### src/rtl/trc_pkg.sv
package trc_pkg;
   localparam int REG_W = 32;
   localparam int ADDR_W = 4;

   typedef enum logic [ADDR_W-1:0] {
      RA_IDENT  = 4'd0,
      RA_DEPTH  = 4'd1,
      RA_WIDTH  = 4'd2,
      RA_STATUS = 4'd3,
      RA_DATA   = 4'd4,
      RA_RDPTR  = 4'd5,
      RA_WRPTR  = 4'd6,
      RA_TRGCNT = 4'd7,
      RA_CTRL   = 4'd8
   } reg_addr_e;

   localparam int CT_EN    = 0;
   localparam int CT_DEMUX = 1;

   typedef struct packed {
      logic drained;
      logic complete;
      logic triggered;
      logic full;
   } status_t;
endpackage

### src/rtl/trc_drain_fifo.sv
module trc_drain_fifo #(
   parameter int W     = 32,
   parameter int DEPTH = 2
) (
   input  logic         clk,
   input  logic         rst_n,
   input  logic         push,
   input  logic [W-1:0] din,
   input  logic         pop,
   output logic [W-1:0] dout,
   output logic         empty,
   output logic         full
);
   localparam int AW = (DEPTH > 1) ? $clog2(DEPTH) : 1;
   localparam int CW = $clog2(DEPTH + 1);

   generate
      if (DEPTH < 1) begin : g_bad
         $error("trc_drain_fifo: DEPTH must be at least 1");
      end

      if (DEPTH == 1) begin : g_slot
         logic [W-1:0] hold_q;
         logic         busy_q;

         always_ff @(posedge clk or negedge rst_n) begin
            if (!rst_n)    busy_q <= 1'b0;
            else if (push) busy_q <= 1'b1;
            else if (pop)  busy_q <= 1'b0;
         end

         always_ff @(posedge clk) begin
            if (push) hold_q <= din;
         end

         assign dout  = hold_q;
         assign empty = !busy_q;
         assign full  = busy_q;
      end else begin : g_ring
         logic [W-1:0]  mem [DEPTH];
         logic [AW-1:0] hd_q, tl_q;
         logic [CW-1:0] cnt_q;

         always_ff @(posedge clk or negedge rst_n) begin
            if (!rst_n) begin
               hd_q  <= '0;
               tl_q  <= '0;
               cnt_q <= '0;
            end else begin
               if (push) tl_q <= (tl_q == AW'(DEPTH - 1)) ? '0 : tl_q + 1'b1;
               if (pop)  hd_q <= (hd_q == AW'(DEPTH - 1)) ? '0 : hd_q + 1'b1;
               cnt_q <= cnt_q + CW'(push) - CW'(pop);
            end
         end

         always_ff @(posedge clk) begin
            if (push) mem[tl_q] <= din;
         end

         assign dout  = mem[hd_q];
         assign empty = (cnt_q == '0);
         assign full  = (cnt_q == CW'(DEPTH));
      end
   endgenerate

   // the queue never takes a frame it has no room for
   a_r7_no_overflow: assert property (@(posedge clk) disable iff (!rst_n)
      push && full |-> pop);
   // the queue never releases a frame it does not hold
   a_r7_no_underflow: assert property (@(posedge clk) disable iff (!rst_n)
      pop |-> !empty);
endmodule

### src/rtl/trc_ring_store.sv
module trc_ring_store #(
   parameter int W     = 32,
   parameter int DEPTH = 16,
   localparam int PW   = $clog2(DEPTH)
) (
   input  logic          clk,
   input  logic          rst_n,
   input  logic          st_we,
   input  logic [W-1:0]  st_data,
   input  logic          rd_step,
   input  logic          wp_ld,
   input  logic          rp_ld,
   input  logic [PW-1:0] ld_val,
   input  logic          full_clr,
   output logic [PW-1:0] wptr,
   output logic [PW-1:0] rptr,
   output logic [W-1:0]  rd_data,
   output logic          full
);
   localparam logic [PW-1:0] LAST = PW'(DEPTH - 1);

   logic [W-1:0] ring [DEPTH];

   always_ff @(posedge clk or negedge rst_n) begin
      if (!rst_n)     wptr <= '0;
      else if (wp_ld) wptr <= ld_val;
      else if (st_we) wptr <= wptr + 1'b1;
   end

   always_ff @(posedge clk or negedge rst_n) begin
      if (!rst_n)       rptr <= '0;
      else if (rp_ld)   rptr <= ld_val;
      else if (rd_step) rptr <= rptr + 1'b1;
   end

   always_ff @(posedge clk or negedge rst_n) begin
      if (!rst_n)                        full <= 1'b0;
      else if (full_clr)                 full <= 1'b0;
      else if (st_we && (wptr == LAST))  full <= 1'b1;
   end

   always_ff @(posedge clk) begin
      if (st_we) ring[wptr] <= st_data;
   end

   assign rd_data = ring[rptr];

   // a data read moves the read pointer on by exactly one slot
   a_r8_rptr_step: assert property (@(posedge clk) disable iff (!rst_n)
      rd_step && !rp_ld |=> rptr == PW'($past(rptr) + 1'b1));
   // without a store or a load the write pointer holds
   a_r3_wptr_hold: assert property (@(posedge clk) disable iff (!rst_n)
      !st_we && !wp_ld |=> $stable(wptr));
   // once set, full only leaves on a restart
   a_r4_full_sticky: assert property (@(posedge clk) disable iff (!rst_n)
      full && !full_clr |=> full);
endmodule

### src/rtl/trc_acq_ctrl.sv
module trc_acq_ctrl #(
   parameter int CNT_W = 32
) (
   input  logic             clk,
   input  logic             rst_n,
   input  logic             ctrl_we,
   input  logic [1:0]       ctrl_wdata,
   input  logic             cnt_we,
   input  logic [CNT_W-1:0] cnt_wdata,
   input  logic             trig_in,
   input  logic             frm_valid,
   output logic             en,
   output logic             demux,
   output logic             trig_seen,
   output logic             done,
   output logic [CNT_W-1:0] tcnt,
   output logic             accept,
   output logic             en_rise
);
   import trc_pkg::*;

   logic cnt_zero;

   assign cnt_zero = (tcnt == '0);
   assign en_rise  = ctrl_we && ctrl_wdata[CT_EN] && !en;
   assign accept   = en && frm_valid && !done && !(trig_seen && cnt_zero);

   always_ff @(posedge clk or negedge rst_n) begin
      if (!rst_n) begin
         en    <= 1'b0;
         demux <= 1'b0;
      end else if (ctrl_we) begin
         en    <= ctrl_wdata[CT_EN];
         demux <= ctrl_wdata[CT_DEMUX];
      end
   end

   always_ff @(posedge clk or negedge rst_n) begin
      if (!rst_n)              trig_seen <= 1'b0;
      else if (en_rise)        trig_seen <= 1'b0;
      else if (en && trig_in)  trig_seen <= 1'b1;
   end

   always_ff @(posedge clk or negedge rst_n) begin
      if (!rst_n)                              done <= 1'b0;
      else if (en_rise)                        done <= 1'b0;
      else if (en && trig_seen && cnt_zero)    done <= 1'b1;
   end

   always_ff @(posedge clk or negedge rst_n) begin
      if (!rst_n)                      tcnt <= '0;
      else if (cnt_we)                 tcnt <= cnt_wdata;
      else if (accept && trig_seen)    tcnt <= tcnt - 1'b1;
   end

   // the trigger flag is held until a restart
   a_r5_trig_sticky: assert property (@(posedge clk) disable iff (!rst_n)
      trig_seen && !en_rise |=> trig_seen);
   // every counted frame takes exactly one off the count
   a_r6_count_down: assert property (@(posedge clk) disable iff (!rst_n)
      trig_seen && accept && !cnt_we |=> tcnt == $past(tcnt) - 1'b1);
   // a restart leaves trigger and completion clear
   a_r10_restart_clears: assert property (@(posedge clk) disable iff (!rst_n)
      en_rise |=> !trig_seen && !done);
endmodule

### src/rtl/trace_ring_capture.sv
module trace_ring_capture #(
   parameter int          DEPTH     = 16,
   parameter int          FRM_W     = 32,
   parameter int          FMT_DEPTH = 2,
   parameter logic [31:0] ID_VALUE  = 32'h5452_0001
) (
   input  logic             clk,
   input  logic             rst_n,
   input  logic             frm_valid,
   input  logic [FRM_W-1:0] frm_word,
   input  logic             trig_in,
   input  logic             bus_sel,
   input  logic             bus_we,
   input  logic [3:0]       bus_addr,
   input  logic [31:0]      bus_wdata,
   output logic [31:0]      bus_rdata
);
   import trc_pkg::*;

   localparam int PW = $clog2(DEPTH);

   generate
      if (DEPTH < 2 || (DEPTH & (DEPTH - 1)) != 0) begin : g_bad_depth
         $error("trace_ring_capture: DEPTH must be a power of two, at least 2");
      end
      if (FRM_W < 1 || FRM_W > REG_W) begin : g_bad_width
         $error("trace_ring_capture: FRM_W must lie in 1..32");
      end
   endgenerate

   logic wr_acc, rd_acc;
   logic ctrl_we, cnt_we, wp_ld, rp_ld, rd_step;
   logic en, demux, trig_seen, done, accept, en_rise;
   logic [REG_W-1:0] tcnt;
   logic [FRM_W-1:0] q_word, rd_word;
   logic q_empty, q_full;
   logic [PW-1:0] wptr, rptr;
   logic full;
   status_t stat;

   assign wr_acc  = bus_sel && bus_we;
   assign rd_acc  = bus_sel && !bus_we;
   assign ctrl_we = wr_acc && (bus_addr == RA_CTRL);
   assign cnt_we  = wr_acc && (bus_addr == RA_TRGCNT);
   assign wp_ld   = wr_acc && (bus_addr == RA_WRPTR);
   assign rp_ld   = wr_acc && (bus_addr == RA_RDPTR);
   assign rd_step = rd_acc && (bus_addr == RA_DATA);

   trc_acq_ctrl #(.CNT_W(REG_W)) u_ctrl (
      .clk        (clk),
      .rst_n      (rst_n),
      .ctrl_we    (ctrl_we),
      .ctrl_wdata (bus_wdata[1:0]),
      .cnt_we     (cnt_we),
      .cnt_wdata  (bus_wdata),
      .trig_in    (trig_in),
      .frm_valid  (frm_valid),
      .en         (en),
      .demux      (demux),
      .trig_seen  (trig_seen),
      .done       (done),
      .tcnt       (tcnt),
      .accept     (accept),
      .en_rise    (en_rise)
   );

   trc_drain_fifo #(.W(FRM_W), .DEPTH(FMT_DEPTH)) u_fmt (
      .clk   (clk),
      .rst_n (rst_n),
      .push  (accept),
      .din   (frm_word),
      .pop   (!q_empty),
      .dout  (q_word),
      .empty (q_empty),
      .full  (q_full)
   );

   trc_ring_store #(.W(FRM_W), .DEPTH(DEPTH)) u_store (
      .clk      (clk),
      .rst_n    (rst_n),
      .st_we    (!q_empty),
      .st_data  (q_word),
      .rd_step  (rd_step),
      .wp_ld    (wp_ld),
      .rp_ld    (rp_ld),
      .ld_val   (bus_wdata[PW-1:0]),
      .full_clr (en_rise),
      .wptr     (wptr),
      .rptr     (rptr),
      .rd_data  (rd_word),
      .full     (full)
   );

   assign stat = '{drained: q_empty, complete: done, triggered: trig_seen, full: full};

   always_comb begin
      bus_rdata = '0;
      case (bus_addr)
         RA_IDENT:  bus_rdata = ID_VALUE;
         RA_DEPTH:  bus_rdata = REG_W'(DEPTH);
         RA_WIDTH:  bus_rdata = REG_W'(FRM_W);
         RA_STATUS: bus_rdata = REG_W'(stat);
         RA_DATA:   bus_rdata = REG_W'(rd_word);
         RA_RDPTR:  bus_rdata = REG_W'(rptr);
         RA_WRPTR:  bus_rdata = REG_W'(wptr);
         RA_TRGCNT: bus_rdata = tcnt;
         RA_CTRL:   bus_rdata = REG_W'({demux, en});
         default:   bus_rdata = '0;
      endcase
   end

   // after completion with the queue drained, the ring is frozen
   a_r6_frozen_after_done: assert property (@(posedge clk) disable iff (!rst_n)
      done && q_empty && !wp_ld |=> $stable(wptr));
   // with capture off nothing enters the queue
   a_r10_off_ignores: assert property (@(posedge clk) disable iff (!rst_n)
      !en && q_empty |=> q_empty);
   // the queue depth is never reached with one pop per cycle
   a_r7_queue_room: assert property (@(posedge clk) disable iff (!rst_n)
      (FMT_DEPTH > 1) |-> !q_full);
endmodule

### config.mk
export PLATFORM = sky130hd
export DESIGN_NAME = trace_ring_capture
export DESIGN_NICKNAME = d
export VERILOG_FILES = /design/src/rtl/trc_pkg.sv /design/src/rtl/trc_drain_fifo.sv /design/src/rtl/trc_ring_store.sv /design/src/rtl/trc_acq_ctrl.sv /design/src/rtl/trace_ring_capture.sv
export SDC_FILE = /design/constraint.sdc
export NUM_CORES = 1
export LEC_CHECK = 0
export BUFFER_PORTS_ARGS = -buffer_cell sky130_fd_sc_hd__buf_2
export CAP_MARGIN = 30
export CORE_AREA = 2 2 194 272
export CTS_BUF_LIST = sky130_fd_sc_hd__clkbuf_4
export DETAILED_ROUTE_END_ITERATION = 6
export DIE_AREA = 0 0 196 274
export GPL_TIMING_DRIVEN = 1
export PLACE_DENSITY = 0.64
export SYNTH_ARGS = -nofsm -noshare
export SYNTH_HDL_FRONTEND = slang
export SYNTH_SLANG_ARGS = --single-unit
### constraint.sdc
create_clock -name clk -period 13.6 [get_ports clk]
set_input_delay 0 -clock clk [delete_from_list [all_inputs] [get_ports clk]]
set_output_delay 0 -clock clk [all_outputs]
set_load 0.01 [all_outputs]
### Word-level counts from Yosys, hierarchy flattened

Memory sizes are Yosys's and may differ from the RTL's.
Cells that the tools add are included.

* register bits after elaboration: 49
* latch bits: 0
* RAM bits: 576
* bits in read-only memories: 0
* input bits: 74
* word-level logic and storage cells: 79
* memories kept: 2

Memory list
* u_store.ring: depth 16, bits a word 32, read ports 1, clocked after Yosys merged registers in 0, write ports 1, RTL line trc_ring_store.sv:22 `logic [W-1:0] ring [DEPTH];`
* u_fmt.g_ring.mem: depth 2, bits a word 32, read ports 1, clocked after Yosys merged registers in 0, write ports 1, RTL line trc_drain_fifo.sv:40 `logic [W-1:0] mem [DEPTH];`

* $add $sub $neg: 7
* multiply operators: 0
* divide/modulo/power cells: 0
* magnitude comparators: 0
* eq/ne operators: 10
* shifts and indexed selects: 0
* mux-type cells: 18
* bitwise operators: 0
* reduce and logical (&&, ||, !) cells: 31

Operators with widths (count)
* 32-bit case mux with 9 select lines: 1
* 32-bit 2-to-1 mux: 2
* 32-bit logical NOT: 1
* 32-bit by 1-bit subtractor with 32-bit output (second input constant): 1
* 1-bit logical AND: 18
* 4-bit by 3-bit equality test with 1-bit output (second input constant): 4
* 4-bit 2-to-1 mux: 4
* 1-bit 2-to-1 mux: 11
* 2-bit nonzero test: 5
* 4-bit by 1-bit adder with 4-bit output (second input constant): 2
* 4-bit by 2-bit equality test with 1-bit output (second input constant): 2
* 4-bit equality test (second input constant): 2
* 1-bit logical NOT: 5
* 4-bit by 1-bit equality test with 1-bit output (second input constant): 1
* 4-bit logical NOT: 1
* 1-bit adder (second input constant): 2
* 2-bit by 1-bit adder with 2-bit output: 1
* 2-bit logical NOT: 1
* 2-bit by 1-bit inequality test with 1-bit output (second input constant): 1
* 2-bit by 1-bit subtractor with 2-bit output: 1

### Longest topological paths before layout

Gate-level depths: netlist (run 1).

* depth in word-level cells: 7
* mapped depth: 9
* gate-level depth less buffers: 8

### By module

Synthesis (run 1) repeated with hierarchy kept, for this count alone.

* cells, all modules: 1320
* area, all modules: 25331.8 um2

By module, submodules not included
* trc_ring_store: instances 1, cells each 852, area an instance 19713.9 um2, sequential area each 15600.0 um2
* trc_drain_fifo: instances 1, cells each 115, area an instance 2658.8 um2, sequential area each 2021.9 um2
* trc_acq_ctrl: instances 1, cells each 252, area an instance 2217.1 um2, sequential area each 900.9 um2
* trace_ring_capture: instances 1, cells each 101, area an instance 742.0 um2, sequential area each 0.0 um2

### Worst setup path after synthesis (run 1)

No wires, ideal clock.

* path type: flip-flop to flip-flop
* start point: register u_ctrl.tcnt[0]
* end point: memory u_fmt.g_ring.mem[0][0], enable pin
* setup time: 0.501 ns
* arrival time: 4.560 ns
* required time: 13.099 ns
* setup slack: 8.539 ns
* stages on the path, launching flop included: 9
* buffers on the path: 2
* path through: dfrtp_1 -> inv_1 -> ha_1 -> and3b_1 -> and4_1 -> and3_1 -> buf_2 -> buf_4 -> nor4_1

* cells in the longest elaborated chain, start to end: 6

Ends and longest elaborated chain
* start, declared: RTL line trc_acq_ctrl.sv:16 `output logic [CNT_W-1:0] tcnt,`
* start signal, assigned: RTL line trc_acq_ctrl.sv:52 `else if (cnt_we) tcnt <= cnt_wdata;`
* start signal, assigned: RTL line trc_acq_ctrl.sv:53 `else if (accept && trig_seen) tcnt <= tcnt - 1'b1;`
* 32-bit logical NOT: RTL line trc_acq_ctrl.sv:24 `assign cnt_zero = (tcnt == '0);`
* 1-bit logical AND: RTL line trc_acq_ctrl.sv:26 `assign accept = en && frm_valid && !done && !(trig_seen && cnt_zero);`
* 1-bit logical NOT: RTL line trc_acq_ctrl.sv:26
* 1-bit logical AND: RTL line trc_acq_ctrl.sv:26
* 1-bit 2-to-1 mux: RTL line trc_drain_fifo.sv:57 `if (push) mem[tl_q] <= din;`
* 1-bit 2-to-1 mux (implied by the code): RTL line trc_drain_fifo.sv:57
* end, declared: RTL line trc_drain_fifo.sv:40

No other way between the ends.

### Final worst setup path (run 1)

* start point: register u_store.rptr[0]
* end point: output bus_rdata[31]

* cells in the longest elaborated chain, start to end: 2

Ends and longest elaborated chain
* start, declared: RTL line trc_ring_store.sv:16 `output logic [PW-1:0] rptr,`
* start signal, assigned: RTL line trc_ring_store.sv:32 `else if (rp_ld) rptr <= ld_val;`
* start signal, assigned: RTL line trc_ring_store.sv:33 `else if (rd_step) rptr <= rptr + 1'b1;`
* memory 16 x 32 bit
* 32-bit case mux with 9 select lines: RTL line trace_ring_capture.sv:98 `case (bus_addr)`
* end, declared: RTL line trace_ring_capture.sv:16 `output logic [31:0] bus_rdata`

No other way between the ends.

==> results of run 1 <==
cell usage after synthesis, types with 7 or more instances:
master    number
a21oi_1       13
a22o_1         7
a31oi_1       14
buf_2         19
clkbuf_1      47
dfrtp_1       49
edfxtp_1     576
ha_1           8
inv_1         32
mux2_2        37
mux2i_1       22
mux4_2       146
nand2_1       63
nand3_1       20
nand4b_1       8
nor2_1        56
nor3_1        13
nor4_1         8
o211ai_1      13
o21ai_0       36
or3_1         14
or4_1         15
xnor2_1       10
path summary, 6_finish.rpt:
| kind | from | end | slack (ps) | cells past startpoint |
|---|---|---|---|---|
| max | u_store.rptr[0] | bus_rdata[31] | 9300 | 6 |
| min | frm_valid | u_fmt.g_ring.tl_q | 140 | 5 |
| max reg2reg | u_store.rptr[0] | u_store.rptr[2] | 10230 | 6 |
| min reg2reg | u_fmt.g_ring.tl_q | u_fmt.g_ring.tl_q | 510 | 1 |
| max in group asynchronous | rst_n | u_store.rptr[1] | 12350 | 4 |
| min in group asynchronous | rst_n | u_store.wptr[0] | 190 | 3 |
layer usage:
metal,wire (um),track usage [%]
met2,31990,40.80
met5,0,0
met3,4048,4.736
met1,25040,30.15
met4,2242,11.14
layout make-up:
class | count | area, um2 | share of cell area (%)
diodes | 2 | 5.005 | 0.01652
clock buffers | 212 | 1592 | 5.254
clock inverters | 32 | 237.7 | 0.7847
inverters | 32 | 120.1 | 0.3965
multi-input cells | 602 | 6470 | 21.36
flip-flops and latches | 625 | 18530 | 61.18
well taps | 656 | 820.8 | 2.709
repair buffers | 311 | 2515 | 8.302
worst reg2reg max path, cell delays in order (launching register included):
cell and delay [ps]:
dfrtp_4 890, buf_4 820, ha_1 310, a32oi_1 90, dlygate4sd3_1 580, nand2_1 60
dlygate4sd3_1 560
cell families (layout without fill, tap and decap cells):
group                      count (synthesis)  after routing  share of synthesized area (%)
other                                      0              2                              0
DFF                                      625            625                          73.25
buffers and inverters                    103            587                          1.638
xor gates and xnor gates                  13             13                         0.4503
AOI/OAI and AO/OA                        131            131                          3.617
adders and majority gates                  8              8                         0.3959
muxes                                    205            205                          15.52
and+or+nand+nor                          245            245                          5.126
power groups by stage:
stage | Sequential (mW) | Clock, mW | Combinational, mW
2_1_floorplan | 2.33 | 0 | 0.641
3_3_place_gp | 2.42 | 0 | 0.831
3_5_place_dp | 2.41 | 0 | 0.874
4_1_cts | 2.37 | 1.53 | 0.922
5_1_grt | 2.38 | 1.62 | 0.986
6_report | 2.37 | 1.49 | 0.915
per-stage QoR:
step | cells | worst slack (ps) | util, %
finish | 2472 | 9303 | 58.79
CTS | 2470 | 9182 | 58.78
global placement | 2053 | 10060 | 51.85
floorplan | 1330 | 8539 | -
global route | 2472 | 8988 | 58.79
detailed placement | 2054 | 10140 | 51.89
sequential cells by signal, summed over array words and instances, names as in the netlist, 2 cells and up:
register	flops
u_store.ring	512
u_fmt.g_ring.mem	64
u_store.wptr	4
u_store.rptr	4
u_fmt.g_ring.cnt_q	2
u_ctrl.tcnt	32
==> results.ini, run 1 <==
[die]
die_w_um = 196
dieArea_um2 = 53700
die_h_um = 274
pin_count = 106
initial_utilization_pct = 49.07
rows = 99
core-area_um2 = 51530

[place]
dp_hpwl_um = 34820
gp_congestion = 0.9548
place_area_um2 = 26740
port_buffers = 105

[global_route]
grt_pass1_wl_um = 94000
antenna_found_initial = 2
grt_max_degree = 60
overflow = 0
grt_util_all_layers_pct = 24.08
grt_pass1_vias = 15390

[sta]
grt_setup_unrepaired = no
finalCritPeriodShare_pct = 31.59
period_needed_ps = 4297
hold_ws_ps = 143.0
finalMaxSlewViolations = 0
final_hold_viol_count = 0
worst_clock_skew_ps = 77.14
slew_headroom_pct = 29.20
setup_tns_ps = 0
tightest_slew_ps = 1062
final-setup-viol-count = 0
fmax_ghz = 0.2327

[pwr]
internal-power_mw = 3.461
p_leak_nw = 10.13
switchingPower_mw = 1.313
powerDensity_nw_per_um2 = 157.6
switching_share_pct = 27.51
seq_power_share_pct = 49.6
clkPwrFrac_pct = 31.2
ir_drop_v = 0.00008134
power_frac_comb_pct = 19.2
totalPowerFinal_mw = 4.774

[flow_run]
maxCapViolations = 0

[outcome]
status = completed

[critical_path]
max_stage_delay_ps = 890
start_kind = flop
critPathArrivalTime_ps = 4300
critical_path_class = reg2out
crit_path_max_fanout = 45
crit_chain = buf_4 > mux4_2 > mux4_2 > inv_1 > o21ai_0 > buf_2
critPathCaptureType = output pin
path_buf_inv = 3
crit_top_cell = mux4_2
cpLargestDelayFamily = buffers and inverters
slowest_stage = dfrtp_4
crit_required_ps = 13600

[min_path]
worstHoldPathType = in2reg

[logic_synthesis]
synth_nets = 1412
synth_top_area_share_pct = 68.40
synth.distinct_cells = 67
syn_inst = 1330
ys_warn_count = 0
netlist_area_um2 = 25290
synth_edf_count = 576
synth.largest_area_cell = edfxtp_1
ys.flop_type = edfxtp_1
async_reset_ff_share_pct = 7.840
yosys-top-cells-area = edfxtp_1 68%, mux4_2 13%, dfrtp_1 4.8%
synth-seq-cells = 625
avgSynthCellArea_um2 = 19.01
seq_area_frac_synth_pct = 73.25

[clocking]
htree_levels = 4
clock_path_buffers = 3
numCtsBuffers = 146
clkLatencyLatePin_ps = 890
cts.sinks = 625
postCtsSetupRepairBufs = 0
cts_resized = 0
cts_tree = built
ctsRootBufferMaster = clkbuf_4
cts_hold_buf = 172
cts.clk_slew.worst_paths_ps = 70

[final_layout]
final_cell_mix = 576 x edfxtp_1, 212 x clkbuf_4, 172 x dlygate4sd3_1, 146 x mux4_2, 105 x buf_2
design_area_um2 = 30290
final_common_cell = edfxtp_1
layout-drive-gt1-share_pct = 32.25
area_growth_pct = 19.80
num-nets-final = 1800
nFillCells = 3877

[route]
routed_via_density = 5.900
antenna_left = 0
wl_per_cell_um = 25.61
drt_iter0_markers = 1078
firstDrtPassIters = 5
route.detailed.drc = 0
wl_um = 63320
vias = 14590

No activity file was read; power rests on OpenSTA's default activity.
==> run 2, diff against run 1 <==
clock period = 4.1 ns   (was 13.6 ns; I/O delays follow)
==> run 2 against run 1 <==
Net effect:
- sequential power increased to 3.3 times the previous value
- cell area up 0.84%
- setup slack worse by 8800 ps
- hold slack got worse by 16 ps
- global-route usage hardly changed
- power grew to 3.4 times the previous value
- via count about the same
- clock power rose to 3.4 times the previous value
- critical path depth unchanged
- combinational power grew to 3.3 times the previous value
- clock skew fell by 13 ps
- register-to-register slack lost 9300 ps
- critical endpoint is now bus_rdata[14]
- largest power group unchanged
==> results.ini, run 2 (synthesis results as in run 1) <==
[sta]
final-setup-viol-count = 0  ; unchanged
grt_setup_unrepaired = no
period_needed_ps = 3607
fmax_ghz = 0.2772
setup_tns_ps = 0  ; unchanged
worst_clock_skew_ps = 64.12  ; -13.02 ps
setup_slack_ps = 493.0  ; -8810 ps
slew_headroom_pct = 35.27  ; +6.1 points
final_hold_viol_count = 0  ; unchanged
finalCritPeriodShare_pct = 87.97
finalMaxSlewViolations = 0  ; unchanged
tightest_slew_ps = 970.9  ; -91.12 ps

[route]
wl_um = 62500  ; -1.3%
route.detailed.drc = 0  ; unchanged
firstDrtPassIters = 5  ; unchanged
antenna_left = 0  ; unchanged
routed_via_density = 5.837  ; -1.1%
drt_iter0_markers = 1334  ; +24%
vias = 14580  ; -0.062%
wl_per_cell_um = 25.03  ; -2.3%

[critical_path]
critPathArrivalTime_ps = 3610  ; -690 ps
critical_path_class = reg2out
crit_path_max_fanout = 38  ; -16%
start_kind = flop
critPathCaptureType = output pin
crit_required_ps = 4100  ; -9500 ps

[place]
port_buffers = 105  ; unchanged
dp_hpwl_um = 35070  ; +0.71%
pre_cts_ws_ps = 1168  ; -8974 ps
place_inst = 2057  ; +0.15%
gp_congestion = 0.9456  ; -0.96%

[pwr]
p_leak_nw = 10.25  ; +1.2%
powerDensity_nw_per_um2 = 525.1  ; +230%
ir_drop_v = 0.0002670  ; +230%
totalPowerFinal_mw = 16.04  ; +240%

[final_layout]
layout-drive-gt1-share_pct = 32.77  ; +0.52 points
final_cells = 2497  ; +1.0%
reg_top3 = u_store.ring x512, u_fmt.g_ring.mem x64, u_ctrl.tcnt x32
area_growth_pct = 20.81
largest_register_ffs = 512  ; unchanged
final_util_pct = 59.29  ; +0.50 points
num-nets-final = 1809  ; +0.50%
largest-register = u_store.ring
final_cell_mix = 576 x edfxtp_1, 219 x clkbuf_4, 175 x dlygate4sd3_1, 146 x mux4_2, 105 x buf_2
final_common_cell = edfxtp_1

[die]
rows = 99  ; unchanged
dieArea_um2 = 53700  ; unchanged
die_h_um = 274  ; unchanged
core-area_um2 = 51530  ; unchanged
initial_utilization_pct = 49.07  ; unchanged
pin_count = 106  ; unchanged
die_w_um = 196  ; unchanged

[global_route]
top_usage_layer = met2
gr-usage-met1_pct = 29.78  ; -0.38 points
grt_pass1_vias = 15440  ; +0.30%
overflow = 0  ; unchanged
grt_util_all_layers_pct = 24.03  ; -0.046 points
grtUsageMet2_pct = 41.01  ; +0.21 points
grt_max_degree = 57  ; -5.0%
use_met3_pct = 4.908  ; +0.17 points
grt_pass1_wl_um = 93450  ; -0.59%
antenna_found_initial = 4  ; +2

[clocking]
postCtsSetupRepairBufs = 0  ; unchanged
clkLatencyLatePin_ps = 890  ; about the same
numCtsBuffers = 148  ; +1.4%
ctsRootBufferMaster = clkbuf_4
clock_path_buffers = 3  ; unchanged
htree_levels = 4  ; unchanged
cts.sinks = 625  ; unchanged
cts_tree = built
cts.clk_slew.worst_paths_ps = 70  ; about the same

[outcome]
status = completed

[min_path]
worstHoldPathType = in2reg

[flow_run]
maxCapViolations = 0  ; unchanged

==> run 2: changes by cell type in the layout (fill, tap and decap cells not counted), moves of 2 or more <==
cell	previous run	this run
clkbuf_4	212	219
buf_12	1	4
clkinv_1	20	23
dlygate4sd3_1	172	175
inv_2	3	6
clkinvlp_4	1	3
diode_2	2	4
==> run 2: power breakdown <==
| part | internal [mW] | switching (mW) | total (mW) |
|---|---|---|---|
| Sequential | 7.49 | 0.376 | 7.86 |
| Clock | 2.77 | 2.37 | 5.13 |
| Combinational | 1.43 | 1.61 | 3.04 |
| Total | 11.7 | 4.36 | 16.0 |
==> run 2: final timing paths <==
path / startpoint / end / slack, ps / cells after the start
worst max register to register: u_ctrl.tcnt[15] / u_ctrl.tcnt[27] / 920 / 6
worst max-delay path: u_store.rptr[0] / bus_rdata[14] / 490 / 6
worst min-delay path: bus_addr[3] / u_ctrl.tcnt[0] / 130 / 6
min in group asynchronous: rst_n / u_store.rptr[3] / 320 / 4
worst min register to register: u_ctrl.demux / u_ctrl.demux / 510 / 1
max in group asynchronous: rst_n / u_store.rptr[0] / 3240 / 4
==> run 2: layout make-up <==
cell class                      count  area (um2)
Clock buffer                      219        1644
Fill cell                        3798       20980
Clock inverter                     41       309.0
Timing Repair Buffer              318        2633
Antenna cell                        4       10.01
Inverter                           32       120.1
Multi-Input combinational cell    602        6479
Sequential cell                   625       18530
Tap cell                          656       820.8
==> run 2: layer usage <==
layer | routed length (um) | vias up
met5 | 13 | -
met4 | 2130 | 2
met3 | 4172 | 146
met2 | 31790 | 632
met1 | 24400 | 7440
li1 | - | 6356
==> run 2: through the flow <==
stage / hold slack (ps) / area (um2)
2_1_floorplan: -295.6 / 25290
3_3_place_gp: 159.2 / 26810
3_5_place_dp: 168.7 / 26810
4_1_cts: 34.30 / 30510
5_1_grt: 127.6 / 30550
6_report: 126.8 / 30550
==> run 2: what timing repair did <==
item,in CTS,in global routing
gates resized for setup,0,0
hold buffers,175,0
endpoints found under the hold margin,193,0
==> run 2: critical path: stages, from the launching register on <==
cell	delay, ps
dfrtp_4	750
buf_12	360
mux4_2	550
mux4_2	480
inv_1	150
o21ai_0	170
buf_2	230
